**config.mk**
```make
export PLATFORM = sky130hd
export DESIGN_NAME = clamp_pulse_gen
export DESIGN_NICKNAME = d
export VERILOG_FILES = /design/src/rtl/clamp_pkg.sv /design/src/rtl/clamp_fall_detect.sv /design/src/rtl/clamp_line_counter.sv /design/src/rtl/clamp_window.sv /design/src/rtl/clamp_pulse_gen.sv
export SDC_FILE = /design/constraint.sdc
export NUM_CORES = 1
export LEC_CHECK = 0
export BUFFER_PORTS_ARGS = -buffer_cell sky130_fd_sc_hd__buf_2
export CAP_MARGIN = 15
export CORE_UTILIZATION = 60
export CTS_CLUSTER_DIAMETER = 200
export DETAILED_ROUTE_END_ITERATION = 12
export PLACE_DENSITY = 0.82
export SLEW_MARGIN = 20
export SYNTH_ARGS = -nofsm -noshare
export SYNTH_HDL_FRONTEND = slang
export SYNTH_SLANG_ARGS = --single-unit
export TNS_END_PERCENT = 100
```
**constraint.sdc**
```tcl
create_clock -name clk -period 6.2 [get_ports clk]
set_input_delay 0.93 -clock clk [delete_from_list [all_inputs] [get_ports clk]]
set_output_delay 0.93 -clock clk [all_outputs]
set_load 0.02 [all_outputs]
```
**src/rtl/clamp_pkg.sv**
```systemverilog
package clamp_pkg;

    localparam int OFS_W = 6;

    typedef enum logic [1:0] {
        RNG_BAD = 2'b00,
        RNG_HI  = 2'b01,
        RNG_MID = 2'b10,
        RNG_LO  = 2'b11
    } rng_code_e;

    // Low window: [first, last) counted in clocks from the sync fall
    typedef struct packed {
        logic             ok;
        logic [OFS_W-1:0] first;
        logic [OFS_W-1:0] last;
    } win_t;

    typedef struct packed {
        logic clamp_n;
        logic err;
    } out_st_t;

    function automatic win_t win_lookup(input logic [1:0] code);
        win_t w;
        w.ok    = 1'b1;
        w.first = '0;
        w.last  = '0;
        case (rng_code_e'(code))
            RNG_HI:  begin w.first = OFS_W'(32); w.last = OFS_W'(44); end
            RNG_MID: begin w.first = OFS_W'(22); w.last = OFS_W'(34); end
            RNG_LO:  begin w.first = OFS_W'(18); w.last = OFS_W'(28); end
            default: w.ok = 1'b0;
        endcase
        return w;
    endfunction

endpackage

```
**src/rtl/clamp_fall_detect.sv**
```systemverilog
module clamp_fall_detect (
    input  logic clk,
    input  logic rst_n,
    input  logic sync_n,
    output logic fall
);

    logic hs_d, hs_q;

    always_comb begin
        hs_d = sync_n;
    end

    always_ff @(posedge clk or negedge rst_n) begin
        if (!rst_n) hs_q <= 1'b1;
        else        hs_q <= hs_d;
    end

    assign fall = hs_q & ~sync_n;


    fall_needs_high_chk: assert property (@(posedge clk) disable iff (!rst_n)
        fall |=> !fall);

endmodule

```
**src/rtl/clamp_line_counter.sv**
```systemverilog
module clamp_line_counter #(
    parameter int CNT_W = 7
) (
    input  logic             clk,
    input  logic             rst_n,
    input  logic             restart,
    output logic [CNT_W-1:0] cnt_q,
    output logic [CNT_W-1:0] cnt_d
);

    localparam logic [CNT_W-1:0] CNT_MAX = '1;

    always_comb begin
        if (restart)               cnt_d = '0;
        else if (cnt_q == CNT_MAX) cnt_d = cnt_q;
        else                       cnt_d = cnt_q + CNT_W'(1);
    end

    always_ff @(posedge clk or negedge rst_n) begin
        if (!rst_n) cnt_q <= CNT_MAX;
        else        cnt_q <= cnt_d;
    end


    restart_zero_chk: assert property (@(posedge clk) disable iff (!rst_n)
        restart |=> (cnt_q == '0));


    count_step_chk: assert property (@(posedge clk) disable iff (!rst_n)
        (!restart && cnt_q != CNT_MAX) |=> (cnt_q == $past(cnt_q) + CNT_W'(1)));

endmodule

```
**src/rtl/clamp_window.sv**
```systemverilog
module clamp_window
    import clamp_pkg::*;
#(
    parameter int CNT_W = 7
) (
    input  logic [1:0]       code,
    input  logic [CNT_W-1:0] cnt,
    output logic             in_win,
    output logic             bad_code
);

    win_t w;

    always_comb begin
        w        = win_lookup(code);
        bad_code = ~w.ok;
        in_win   = w.ok && (cnt >= CNT_W'(w.first)) && (cnt < CNT_W'(w.last));
    end

endmodule

```
**src/rtl/clamp_pulse_gen.sv**
```systemverilog
module clamp_pulse_gen
    import clamp_pkg::*;
#(
    parameter int CNT_W = 7
) (
    input  logic       clk,
    input  logic       rst_n,
    input  logic       hsync_n,
    input  logic [1:0] rng_code,
    input  logic       clamp_sel,
    input  logic       ext_clamp_n,
    output logic       clamp_n,
    output logic       code_err
);

    localparam logic [CNT_W-1:0] CNT_IDLE = '1;

    logic             fall;
    logic [CNT_W-1:0] cnt_q, cnt_d;
    logic             in_win, bad_code;
    out_st_t          st_d, st_q;

    clamp_fall_detect u_fall (
        .clk    (clk),
        .rst_n  (rst_n),
        .sync_n (hsync_n),
        .fall   (fall)
    );

    clamp_line_counter #(.CNT_W(CNT_W)) u_cnt (
        .clk     (clk),
        .rst_n   (rst_n),
        .restart (fall),
        .cnt_q   (cnt_q),
        .cnt_d   (cnt_d)
    );

    // Window is judged on the count value that will hold after this edge
    clamp_window #(.CNT_W(CNT_W)) u_win (
        .code     (rng_code),
        .cnt      (cnt_d),
        .in_win   (in_win),
        .bad_code (bad_code)
    );

    always_comb begin
        st_d = st_q;
        if (!clamp_sel) begin
            st_d.clamp_n = ext_clamp_n;
            st_d.err     = 1'b0;
        end else begin
            st_d.clamp_n = ~in_win;
            st_d.err     = bad_code;
        end
    end

    always_ff @(posedge clk or negedge rst_n) begin
        if (!rst_n) begin
            st_q.clamp_n <= 1'b1;
            st_q.err     <= 1'b0;
        end else begin
            st_q <= st_d;
        end
    end

    assign clamp_n  = st_q.clamp_n;
    assign code_err = st_q.err;


    bad_code_chk: assert property (@(posedge clk) disable iff (!rst_n)
        (clamp_sel && rng_code == 2'b00) |=> (clamp_n && code_err));


    ext_pass_chk: assert property (@(posedge clk) disable iff (!rst_n)
        !clamp_sel |=> (clamp_n == $past(ext_clamp_n) && !code_err));


    restart_end_chk: assert property (@(posedge clk) disable iff (!rst_n)
        (fall && clamp_sel) |=> clamp_n);


    idle_quiet_chk: assert property (@(posedge clk) disable iff (!rst_n)
        (clamp_sel && !fall && cnt_q == CNT_IDLE) |=> clamp_n);

endmodule

```
==> run_results.csv <==
group,metric,value,unit
global_routing,grt_overflow,0,
critical_path,worstPathArrival,3000,ps
power_and_ir_drop,p_int,158.4,uW
floorplanning,row_count,12,
global_routing,antenna_found_initial,0,
floorplanning,initial_core_util,67.32,%
power_and_ir_drop,pwr_density_cell,280.4,nW/um2
cells_and_area,final_nets,114,
timing,drv_slew,0,
synthesis,netlist_instances,84,
min_path,hold_path.class,"primary input to asynchronous set/reset pin",
synthesis,syn_area_per_cell,9.265,um2
route,wirelength,1681,um
route,wl_per_cell,15.42,um
cells_and_area,final_util,74.78,%
critical_path,cp.required,6400,ps
global_routing,grt_pass1_wl,2684,um
timing,fin_skew,1.038,ps
cts,cts-buffers-inserted,3,
cts,clk_path_buf_depth,2,
synthesis,synthArstFlopShare,100.0,%
cts,ctsResizeCount,0,
floorplanning,die_h,38.02,um
critical_path,crit_family,"simple AND/OR/NAND/NOR gates",
synthesis,ys.warnings.count,0,
cts,root_buffer,"clkbuf_4",
timing,setup_violations,0,
cells_and_area,area_growth,11.09,%
route,num_vias,688,
synthesis,synth_seq_area_share,33.60,%
critical_path,critical-path-max-stage-delay,580,ps
cts,cts_setup_buffers,0,
power_and_ir_drop,combPwrFrac,33.6,%
timing,fin_crit,2808,ps
critical_path,worst-path-max-fanout,8,
synthesis,synth_cell_types,31,
power_and_ir_drop,p_sw,84.11,uW
synthesis,ys.flop_type,"dfstp_2",
run,drv_cap,0,
cts,cts-htree-levels,1,
global_routing,grt_use_total,27.99,%
cts,cts_tree,"yes",
place,hpwl,1239,um
synthesis,syn_nets,102,
cts,hold_buffers,0,
critical_path,cp_num_buf_inv,2,
status,status,"finished clean",
cells_and_area,final_common_cell,"nor2_1",
critical_path,timing.rr.end,"clamp_n$_DFF_PN1_",
cells_and_area,diodes,0,
route,drcViolationCount,0,
power_and_ir_drop,vdd_ir_drop_max,0.1609,mV
floorplanning,die-area,1445,um2
route,vias_per_cell,6.312,
timing,rsz0062_at_grt,"false",
floorplanning,die_w,38.02,um
global_routing,grt_pass1_vias,620,
critical_path,rrSetupSlack,3390,ps
power_and_ir_drop,power_frac_clock,24.8,%
power_and_ir_drop,p_seq_share,41.6,%
route,first_pass_iters,4,
route,drt_iter0_markers,12,
timing,final.setup.tns,0,ps
power_and_ir_drop,swShare,34.69,%
route,antenna_left,0,
cts,clock_sinks,10,
timing,hold_viol_final,0,
critical_path,r2r_cells,10,
synthesis,synth_edf_count,0,
critical_path,cp_cell_sequence,"ha_1 -> nand4_1 -> nor2_1 -> inv_1 -> a31oi_1 -> ha_1 -> inv_1 -> o21ai_0 -> or4_1 -> o211ai_1",
critical_path,cp-end-kind,"register",
place,finalWeightedCongestion,0.7810,
timing,fin_crit_sh,45.29,%
critical_path,crit_path_start_kind,"register",
critical_path,cp_slowest_cell,"dfstp_2",
cells_and_area,layout-drive-gt1-share,28.42,%
power_and_ir_drop,leakagePower,0.4277,nW
place,portBuffers,8,
critical_path,worst_r2r_startpoint,"u_cnt.cnt_q[0]$_DFF_PN1_",
global_routing,grt_max_degree,11,
cts,cts.reportedPaths.clkPinSlew,70,ps
synthesis,syn_area,778.2,um2
critical_path,worstSetupPathType,"register to register",
floorplanning,boundaryPins,9,
cts,worstSkewPairLatency,270,ps
timing,fmax,0.3562,GHz
timing,max_slew_margin,79.82,%
cells_and_area,final_cell_mix,"nor2_1, ha_1, inv_1",
floorplanning,coreArea,1156,um2
synthesis,ys_ff_latch,10,
timing,max_slew.worst_pin.slew,301.3,ps
## worst reg2reg max path, cell delays in order, from the launching register on
cell	delay, ps
dfstp_2	580
ha_1	330
nand4_1	220
nor2_1	190
inv_1	70
a31oi_1	290
ha_1	310
inv_1	60
o21ai_0	70
or4_1	460
o211ai_1	160
## kinds of logic after synthesis
kind of cell               share of synthesized area [%]
AOI/OAI and AO/OA                                  21.06
xor gates and xnor gates                           1.126
adders and majority gates                          17.68
buffers and inverters                              5.789
DFF                                                33.60
muxes                                              1.286
and+or+nand+nor                                    19.45
## sequential cells by signal (all words and copies together) (netlist names)
register / flops
u_cnt.cnt_q: 7
clamp_n: 1
code_err: 1
u_fall.hs_q: 1
## Yosys cell counts (2+ instances only)
cell | instances | share of area [%]
o211ai_1 | 2 | 1.9
dfstp_2 | 9 | 30
o21ai_0 | 5 | 3.2
nor2_1 | 12 | 5.8
and2_1 | 2 | 1.6
a31oi_1 | 2 | 1.6
nand2_1 | 5 | 2.4
ha_1 | 11 | 18
inv_1 | 10 | 4.8
a41o_1 | 2 | 2.6
nand4_1 | 2 | 1.6
o31ai_1 | 2 | 1.9
a41oi_1 | 2 | 2.3
## how the worst max path moves through the flow
stage	startpoint	cells past startpoint	endpoint
after global routing	u_cnt.cnt_q[0]$_DFF_PN1_	10	clamp_n$_DFF_PN1_
after floorplan	hsync_n	8	clamp_n$_DFF_PN1_
after CTS	u_cnt.cnt_q[0]$_DFF_PN1_	10	clamp_n$_DFF_PN1_
after detailed placement	hsync_n	9	clamp_n$_DFF_PN1_
after global placement	hsync_n	9	clamp_n$_DFF_PN1_
final	u_cnt.cnt_q[0]$_DFF_PN1_	10	clamp_n$_DFF_PN1_
## layout make-up
type	instances	area [um2]
Fill cell	81	291.5
Multi-Input combinational cell	63	471.7
Clock buffer	4	36.28
Tap cell	14	17.52
Sequential cell	10	261.5
Inverter	10	37.54
Timing Repair Buffer	8	40.04
## per-layer routing
metal / track usage, % / vias to the layer above / wire, um
met3: 1.744 / 4 / 25
met5: 0 / - / 0
met4: 16.07 / 0 / 44
met1: 33.21 / 341 / 740
met2: 49.57 / 15 / 870
li1: - / 328 / -
## per-stage QoR
| stage | area, um2 | power, mW | setup slack, ps | std cells | hold slack, ps |
|---|---|---|---|---|---|
| 6_report | 864.6 | 0.2425 | 3392 | 109 | 503.7 |
| 5_1_grt | 864.6 | 0.2570 | 3213 | 109 | 514.6 |
| 3_3_place_gp | 828.3 | 0.1788 | 3411 | 105 | 623.2 |
| 3_5_place_dp | 828.3 | 0.1814 | 3355 | 105 | 628.0 |
| 4_1_cts | 864.6 | 0.2421 | 3394 | 109 | 504.9 |
| 2_1_floorplan | 778.2 | 0.1601 | 3714 | 84 | 576.1 |
## power groups by stage
stage / combinational (mW) / clock (mW) / sequential [mW]
2_1_floorplan: 0.0594 / 0 / 0.101
3_3_place_gp: 0.0780 / 0 / 0.101
3_5_place_dp: 0.0799 / 0 / 0.102
4_1_cts: 0.0816 / 0.0600 / 0.100
5_1_grt: 0.0933 / 0.0621 / 0.101
6_report: 0.0814 / 0.0601 / 0.101
Power figures use the tool's default switching activity.
